## config.mk

```make
export PLATFORM = sky130hd
export DESIGN_NAME = spi_cpha0_engine
export DESIGN_NICKNAME = d
export VERILOG_FILES = /design/src/rtl/spi_pkg.sv /design/src/rtl/spi_sync.sv /design/src/rtl/spi_halfbit_timer.sv /design/src/rtl/spi_shreg.sv /design/src/rtl/spi_cpha0_engine.sv
export SDC_FILE = /design/constraint.sdc
export NUM_CORES = 1
export LEC_CHECK = 0
export BUFFER_PORTS_ARGS = -buffer_cell sky130_fd_sc_hd__clkbuf_2
export CORE_AREA = 2 2 98 100
export DETAILED_ROUTE_END_ITERATION = 12
export DIE_AREA = 0 0 100 102
export GPL_TIMING_DRIVEN = 0
export SLEW_MARGIN = 40
export SYNTH_ARGS = -nofsm -noshare
export SYNTH_HDL_FRONTEND = slang
export SYNTH_SLANG_ARGS = --single-unit
```

## constraint.sdc

```tcl
create_clock -name clk -period 2.5 [get_ports clk]
set_input_delay 0.375 -clock clk [delete_from_list [all_inputs] [get_ports clk]]
set_output_delay 0.375 -clock clk [all_outputs]
set_load 0.01 [all_outputs]
```

## src/rtl/spi_pkg.sv

```systemverilog
package spi_pkg;
    typedef enum logic [1:0] {
        MS_IDLE = 2'd0,
        MS_RUN  = 2'd1,
        MS_TAIL = 2'd2,
        MS_GAP  = 2'd3
    } mst_state_e;
endpackage

```

## src/rtl/spi_sync.sv

```systemverilog
module spi_sync #(
    parameter int          W       = 2,
    parameter logic [W-1:0] RST_VAL = '0
) (
    input  logic         clk,
    input  logic         rst_n,
    input  logic [W-1:0] d,
    output logic [W-1:0] q
);
    for (genvar g = 0; g < W; g++) begin : g_bit
        logic meta_q, stab_q;
        always_ff @(posedge clk or negedge rst_n) begin
            if (!rst_n) begin
                meta_q <= RST_VAL[g];
                stab_q <= RST_VAL[g];
            end else begin
                meta_q <= d[g];
                stab_q <= meta_q;
            end
        end
        assign q[g] = stab_q;
    end
endmodule

```

## src/rtl/spi_halfbit_timer.sv

```systemverilog
module spi_halfbit_timer #(
    parameter int CW = 8
) (
    input  logic          clk,
    input  logic          rst_n,
    input  logic          run,
    input  logic [CW-1:0] half,
    output logic          tick
);
    logic [CW-1:0] cnt_d, cnt_q, reload;

    // a zero setting behaves as one clock per half bit
    assign reload = (half == '0) ? '0 : half - 1'b1;
    assign tick   = run && (cnt_q == '0);

    always_comb begin
        if (!run || cnt_q == '0) cnt_d = reload;
        else                     cnt_d = cnt_q - 1'b1;
    end

    always_ff @(posedge clk or negedge rst_n) begin
        if (!rst_n) cnt_q <= '0;
        else        cnt_q <= cnt_d;
    end
endmodule

```

## src/rtl/spi_shreg.sv

```systemverilog
module spi_shreg #(
    parameter int W = 8
) (
    input  logic         clk,
    input  logic         rst_n,
    input  logic         load,
    input  logic [W-1:0] load_val,
    input  logic         sample,
    input  logic         in_bit,
    input  logic         shift,
    input  logic         lsb_first,
    output logic         out_bit,
    output logic [W-1:0] rx_word
);
    logic [W-1:0] sh_d, sh_q;
    logic         lat_d, lat_q;

    assign out_bit = lsb_first ? sh_q[0] : sh_q[W-1];
    // word as it stands once the bit being sampled now is shifted in
    assign rx_word = lsb_first ? {in_bit, sh_q[W-1:1]} : {sh_q[W-2:0], in_bit};

    always_comb begin
        sh_d  = sh_q;
        lat_d = lat_q;
        if (sample) lat_d = in_bit;
        if (load)
            sh_d = load_val;
        else if (shift)
            sh_d = lsb_first ? {lat_q, sh_q[W-1:1]} : {sh_q[W-2:0], lat_q};
    end

    always_ff @(posedge clk or negedge rst_n) begin
        if (!rst_n) begin
            sh_q  <= '0;
            lat_q <= 1'b0;
        end else begin
            sh_q  <= sh_d;
            lat_q <= lat_d;
        end
    end
endmodule

```

## src/rtl/spi_cpha0_engine.sv

```systemverilog
module spi_cpha0_engine
    import spi_pkg::*;
#(
    parameter int DATA_W = 8,
    parameter int HALF_W = 8
) (
    input  logic              clk,
    input  logic              rst_n,
    input  logic              en,
    input  logic              master,
    input  logic              cpol,
    input  logic              lsb_first,
    input  logic [HALF_W-1:0] half_bit,
    input  logic              wr_valid,
    input  logic [DATA_W-1:0] wr_data,
    input  logic              rd_ack,
    output logic              rd_done,
    output logic [DATA_W-1:0] rd_data,
    input  logic              sck_i,
    output logic              sck_o,
    output logic              sck_oe,
    input  logic              ss_i,
    output logic              ss_o,
    output logic              ss_oe,
    input  logic              mosi_i,
    output logic              mosi_o,
    output logic              mosi_oe,
    input  logic              miso_i,
    output logic              miso_o,
    output logic              miso_oe
);
    localparam int BIT_W  = $clog2(DATA_W + 1);
    localparam int EDGE_W = $clog2(2 * DATA_W);
    localparam logic [EDGE_W-1:0] LAST_LEAD = EDGE_W'(2 * DATA_W - 2);
    localparam logic [EDGE_W-1:0] LAST_EDGE = EDGE_W'(2 * DATA_W - 1);
    localparam logic [BIT_W-1:0]  LAST_BIT  = BIT_W'(DATA_W - 1);
    localparam logic [BIT_W-1:0]  ALL_BITS  = BIT_W'(DATA_W);

    typedef struct packed {
        mst_state_e        mst;
        logic [EDGE_W-1:0] edges;
        logic              phase;
        logic              ss_out;
        logic [DATA_W-1:0] tx_hold;
        logic              tx_full;
        logic [DATA_W-1:0] rx_byte;
        logic              done;
        logic              slv_act;
        logic [BIT_W-1:0]  bits;
        logic              sck_prev;
        logic              ss_prev;
        logic              oe_mst;
        logic              oe_slv;
    } state_t;

    state_t st_d, st_q;

    logic              sck_s, ss_s;
    logic              tick, tmr_run;
    logic              ld, smp, shf, done_set;
    logic              in_bit, out_bit;
    logic [DATA_W-1:0] rx_word;
    logic              ss_fall, ss_rise, lead, trail;

    spi_sync #(.W(2), .RST_VAL(2'b10)) u_sync (
        .clk   (clk),
        .rst_n (rst_n),
        .d     ({ss_i, sck_i}),
        .q     ({ss_s, sck_s})
    );

    assign tmr_run = en && master && (st_q.mst != MS_IDLE);

    spi_halfbit_timer #(.CW(HALF_W)) u_timer (
        .clk   (clk),
        .rst_n (rst_n),
        .run   (tmr_run),
        .half  (half_bit),
        .tick  (tick)
    );

    assign in_bit = master ? miso_i : mosi_i;

    spi_shreg #(.W(DATA_W)) u_shreg (
        .clk       (clk),
        .rst_n     (rst_n),
        .load      (ld),
        .load_val  (st_q.tx_hold),
        .sample    (smp),
        .in_bit    (in_bit),
        .shift     (shf),
        .lsb_first (lsb_first),
        .out_bit   (out_bit),
        .rx_word   (rx_word)
    );

    // slave-side edge events from the resynchronised pins
    assign ss_fall = st_q.ss_prev && !ss_s;
    assign ss_rise = !st_q.ss_prev && ss_s;
    assign lead    = st_q.slv_act && !ss_s && (st_q.sck_prev == cpol) &&
                     (sck_s != cpol) && (st_q.bits != ALL_BITS);
    assign trail   = st_q.slv_act && !ss_s && (st_q.sck_prev != cpol) &&
                     (sck_s == cpol);

    always_comb begin
        st_d     = st_q;
        ld       = 1'b0;
        smp      = 1'b0;
        shf      = 1'b0;
        done_set = 1'b0;
        st_d.sck_prev = sck_s;
        st_d.ss_prev  = ss_s;

        if (!en) begin
            st_d.mst     = MS_IDLE;
            st_d.edges   = '0;
            st_d.phase   = 1'b0;
            st_d.ss_out  = 1'b1;
            st_d.slv_act = 1'b0;
            st_d.bits    = '0;
        end else if (master) begin
            st_d.slv_act = 1'b0;
            st_d.bits    = '0;
            unique case (st_q.mst)
                MS_IDLE: begin
                    if (st_q.tx_full) begin
                        ld           = 1'b1;
                        st_d.tx_full = 1'b0;
                        st_d.ss_out  = 1'b0;
                        st_d.edges   = '0;
                        st_d.mst     = MS_RUN;
                    end
                end
                MS_RUN: begin
                    if (tick) begin
                        st_d.edges = st_q.edges + 1'b1;
                        if (!st_q.edges[0]) begin
                            st_d.phase = 1'b1;
                            smp        = 1'b1;
                            if (st_q.edges == LAST_LEAD) begin
                                st_d.rx_byte = rx_word;
                                done_set     = 1'b1;
                            end
                        end else begin
                            st_d.phase = 1'b0;
                            shf        = 1'b1;
                            if (st_q.edges == LAST_EDGE) st_d.mst = MS_TAIL;
                        end
                    end
                end
                MS_TAIL: begin
                    if (tick) begin
                        st_d.ss_out = 1'b1;
                        st_d.mst    = MS_GAP;
                    end
                end
                MS_GAP: begin
                    if (tick) st_d.mst = MS_IDLE;
                end
                default: st_d.mst = MS_IDLE;
            endcase
        end else begin
            st_d.mst    = MS_IDLE;
            st_d.edges  = '0;
            st_d.phase  = 1'b0;
            st_d.ss_out = 1'b1;
            if (ss_fall) begin
                ld           = 1'b1;
                st_d.tx_full = 1'b0;
                st_d.slv_act = 1'b1;
                st_d.bits    = '0;
            end else if (ss_rise) begin
                st_d.slv_act = 1'b0;
                st_d.bits    = '0;
            end else if (lead) begin
                smp       = 1'b1;
                st_d.bits = st_q.bits + 1'b1;
                if (st_q.bits == LAST_BIT) begin
                    st_d.rx_byte = rx_word;
                    done_set     = 1'b1;
                end
            end else if (trail) begin
                shf = 1'b1;
            end
        end

        if (wr_valid) begin
            st_d.tx_hold = wr_data;
            st_d.tx_full = 1'b1;
        end

        if (done_set)    st_d.done = 1'b1;
        else if (rd_ack) st_d.done = 1'b0;

        st_d.oe_mst = en && master;
        st_d.oe_slv = en && !master && st_d.slv_act;
    end

    always_ff @(posedge clk or negedge rst_n) begin
        if (!rst_n) begin
            st_q         <= '0;
            st_q.ss_out  <= 1'b1;
            st_q.ss_prev <= 1'b1;
        end else begin
            st_q <= st_d;
        end
    end

    assign sck_o   = cpol ^ st_q.phase;
    assign ss_o    = st_q.ss_out;
    assign mosi_o  = out_bit;
    assign miso_o  = out_bit;
    assign sck_oe  = st_q.oe_mst;
    assign ss_oe   = st_q.oe_mst;
    assign mosi_oe = st_q.oe_mst;
    assign miso_oe = st_q.oe_slv;
    assign rd_done = st_q.done;
    assign rd_data = st_q.rx_byte;
endmodule

```

==> flow_summary.toml <==
[synth]
synth_edf_count = 0
synth_nets = 342
ys.flop_type = "dfrtp_1"
syn_area_um2 = 3090
avgSynthCellArea_um2 = 10.3
yosysSeqAreaShare_pct = 45.5
yosysWarnings = 0
synth_seq_cells = 56
synth_cell_types = 50
synthArstFlopShare_pct = 100
syn_inst = 299

[timing]
rsz0062_at_grt = "yes"
fin_crit_ns = 2.39
period_share_pct = 95.6
fmax_mhz = 419
setup_viol = 0
worst_pin_slew_ns = 0.542
hold_viol_final = 0
fin_ws_ns = 0.111
maxSlewHeadroom_pct = 63.9
hold-worst-slack_ns = 0.139
slew_viol_final = 0
skew_ns = 0.0117

[drt]
dr.max_layer_used = "met4"
wire_per_inst_um = 13.2
first_pass_iters = 4
met1Wirelength_um = 2990
drt_iter0_drc = 124
routed_wl_um = 6160
route.vias.total = 2271
drc = 0
dr_wl_met2_um = 2790
antenna_left = 0
via_per_inst = 4.88
met3WireLength_um = 298

[cells_and_area]
diodes = 0
areaGrowthSynthToFinish_pct = 17.8
multiInputGateArea_um2 = 1500
final_nets = 396
mostFrequentLayoutCell = "dfrtp_1"
mostFrequentLayoutCells = "52 x dfrtp_1, 42 x clkbuf_2, 27 x nand2_1"
fill_cells = 901
drive_gt1_share_pct = 27.4
register_area_um2 = 1410

[global_routing]
track_usage_pct = 12.7
grt_pass1_wl_um = 10400
grt_overflow = 0
antenna_found_initial = 0
grt_pass1_vias = 2217
grt_max_degree = 38

[worst_setup_path]
timing.rr.end = "u_shreg.sh_q[0]$_DFFE_PN0P_"
cp-endpoint = "u_shreg.sh_q[0]$_DFFE_PN0P_"
startpoint = "u_sync.g_bit[1].stab_q$_DFF_PN1_"
startpoint_type = "flip-flop"
crit_slowest_cell = "dfstp_2"
max_stage_delay_ns = 0.58
critical_path_buf_inv_count = 2
reg2reg_from = "u_sync.g_bit[1].stab_q$_DFF_PN1_"
cp_top_family = "flip-flops"
r2r_slack_ns = 0.11
path_depth = 8
crit_fanout = 8
cp-end-kind = "flip-flop"
crit_path_cell_trace = "inv_1 > ha_1 > nor4b_2 > nand2_1 > o21ai_0 > a41o_1 > buf_4 > mux2_2"
path_class = "reg -> reg"
ff2ff_path_depth = 8
required_ns = 2.71
cp.arrival_ns = 2.60

[power_and_ir_drop]
p_per_area_nw_per_um2 = 690
irDropWorstVdd_v = 0.000238
total_leakage_power_nw = 1.70

[floorplan]
dieArea_um2 = 10200
io_pins = 45
core_um2 = 9110
die-width_um = 100
rows = 35
die_h_um = 102
start_util_pct = 34.0

[clock_tree]
clk_path_buf_depth = 2
htree_num_levels = 2
cts_tree = "built"
cts_buffers = 5
cts.sinks = 56
clock_latency_ns = 0.32
cts.reportedPaths.clkPinSlew_ns = 0.11
cts-root-buf = "clkbuf_8"

[hold_path]
hp-class = "in -> reg"

[run_status]
status = "completed"

[run]
drv_cap = 0

[placed_design]
place_ws_ns = -0.123
hpwl_um = 4630
portBuffers = 42
gp_congestion = 0.813
[per-stage QoR]
stage	setup TNS (ns)	power (W)	utilization [%]	std cells	area [um2]
after floorplan	0	0.00168	-	299	3090
after global placement	-1.14	0.00189	37.8	452	3440
after detailed placement	-1.02	0.00191	38.0	453	3460
after CTS	0	0.00254	39.8	463	3620
after global routing	-0.00326	0.00269	40.0	465	3640
final	0	0.00251	40.0	465	3640
[per-layer routing]
metal | GRT usage [%] | up-vias
li1 | - | 1134
met4 | 4.11 | 0
met1 | 17.5 | 1079
met5 | 0 | -
met2 | 20.2 | 52
met3 | 2.74 | 6
[worst register-to-register path, delay by kind of cell (launching register included)]
family | cells | cell delay [ns]
AO/OA/AOI/OAI | 2 | 0.37
buffers and inverters | 2 | 0.24
adder cells (fa/ha/maj) | 1 | 0.24
AND/OR/NAND/NOR | 2 | 0.52
flip-flops | 1 | 0.58
multiplexers | 1 | 0.35
[cells in the mapped netlist (3+ instances only)]
library cell | instances | area [um2]
o22ai_1 | 7 | 43.8
or4_1 | 3 | 22.5
xnor2_1 | 7 | 61.3
and3_1 | 3 | 18.8
ha_1 | 15 | 188
dfrtp_1 | 52 | 1300
o21ai_0 | 16 | 80.1
nand3_1 | 6 | 30.0
xor2_1 | 5 | 43.8
mux2_2 | 18 | 203
nand2_1 | 27 | 101
a21o_1 | 3 | 22.5
nand3b_1 | 3 | 22.5
a21oi_1 | 7 | 35.0
dfstp_2 | 4 | 105
nor3_1 | 6 | 30.0
buf_4 | 12 | 90.1
nand2b_1 | 5 | 31.3
nor2b_1 | 5 | 31.3
mux2i_1 | 16 | 160
inv_1 | 23 | 86.3
nor2_1 | 14 | 52.6
clkbuf_1 | 6 | 22.5
o21a_1 | 3 | 22.5
[worst min-delay path by stage]
stage	from	to	slack (ns)	cells after the start
4_1_cts	ss_i	u_sync.g_bit[1].meta_q$_DFF_PN1_	0.13	1
2_1_floorplan	rst_n	miso_oe$_DFF_PN0_	0.08	0
3_3_place_gp	u_sync.g_bit[0].meta_q$_DFF_PN0_	u_sync.g_bit[0].stab_q$_DFF_PN0_	0.35	0
5_1_grt	ss_i	u_sync.g_bit[1].meta_q$_DFF_PN1_	0.13	1
6_report	ss_i	u_sync.g_bit[1].meta_q$_DFF_PN1_	0.14	1
3_5_place_dp	rst_n	u_timer.cnt_q[3]$_DFF_PN0_	0.31	1
[flip-flops by register name, indices dropped and copies added (netlist names)]
name / flops
mosi_oe: 1
rd_done: 1
u_shreg.lat_q: 1
rd_data: 8
u_timer.cnt_q: 8
u_sync.g_bit.stab_q: 2
ss_o: 1
miso_oe: 1
st_q: 23
u_shreg.sh_q: 8
u_sync.g_bit.meta_q: 2
[area by class of cell]
cell class                      count  share of cell area (%)
Buffer                             20                    3.36
Clock buffer                        5                    1.89
Clock inverter                      3                    1.27
Inverter                           23                    2.37
Multi-Input combinational cell    200                    41.1
Sequential cell                    56                    38.6
Tap cell                          111                    3.81
Timing Repair Buffer               47                    7.62
[where the power goes]
part,total [W],internal (W),switching [W]
sequential,0.00119,0.00108,0.000110
combinational,0.000704,0.000368,0.000336
clock,0.000622,0.000304,0.000318
total,0.00251,0.00175,0.000763
[kinds of logic (layout without fill, tap and decap cells)]
family,count (synthesis),after routing,synth area share (%)
compound gates,50,50,10.6
xor+xnor,12,12,3.40
fa+ha+maj,15,15,6.07
buf+inv,43,98,6.71
flops,56,56,45.5
mux,34,34,11.7
simple gates,89,89,16.0
[what timing repair did]
action / CTS / global route
hold buffers: 1 / 0
setup endpoints to repair: 9 / 10
pin swaps: 1 / 1
endpoints found under the hold margin: 16 / 0
buffers inserted: 1 / 2
gates resized for setup: 2 / 2
Note: power is estimated with default switching activity, not from simulation.
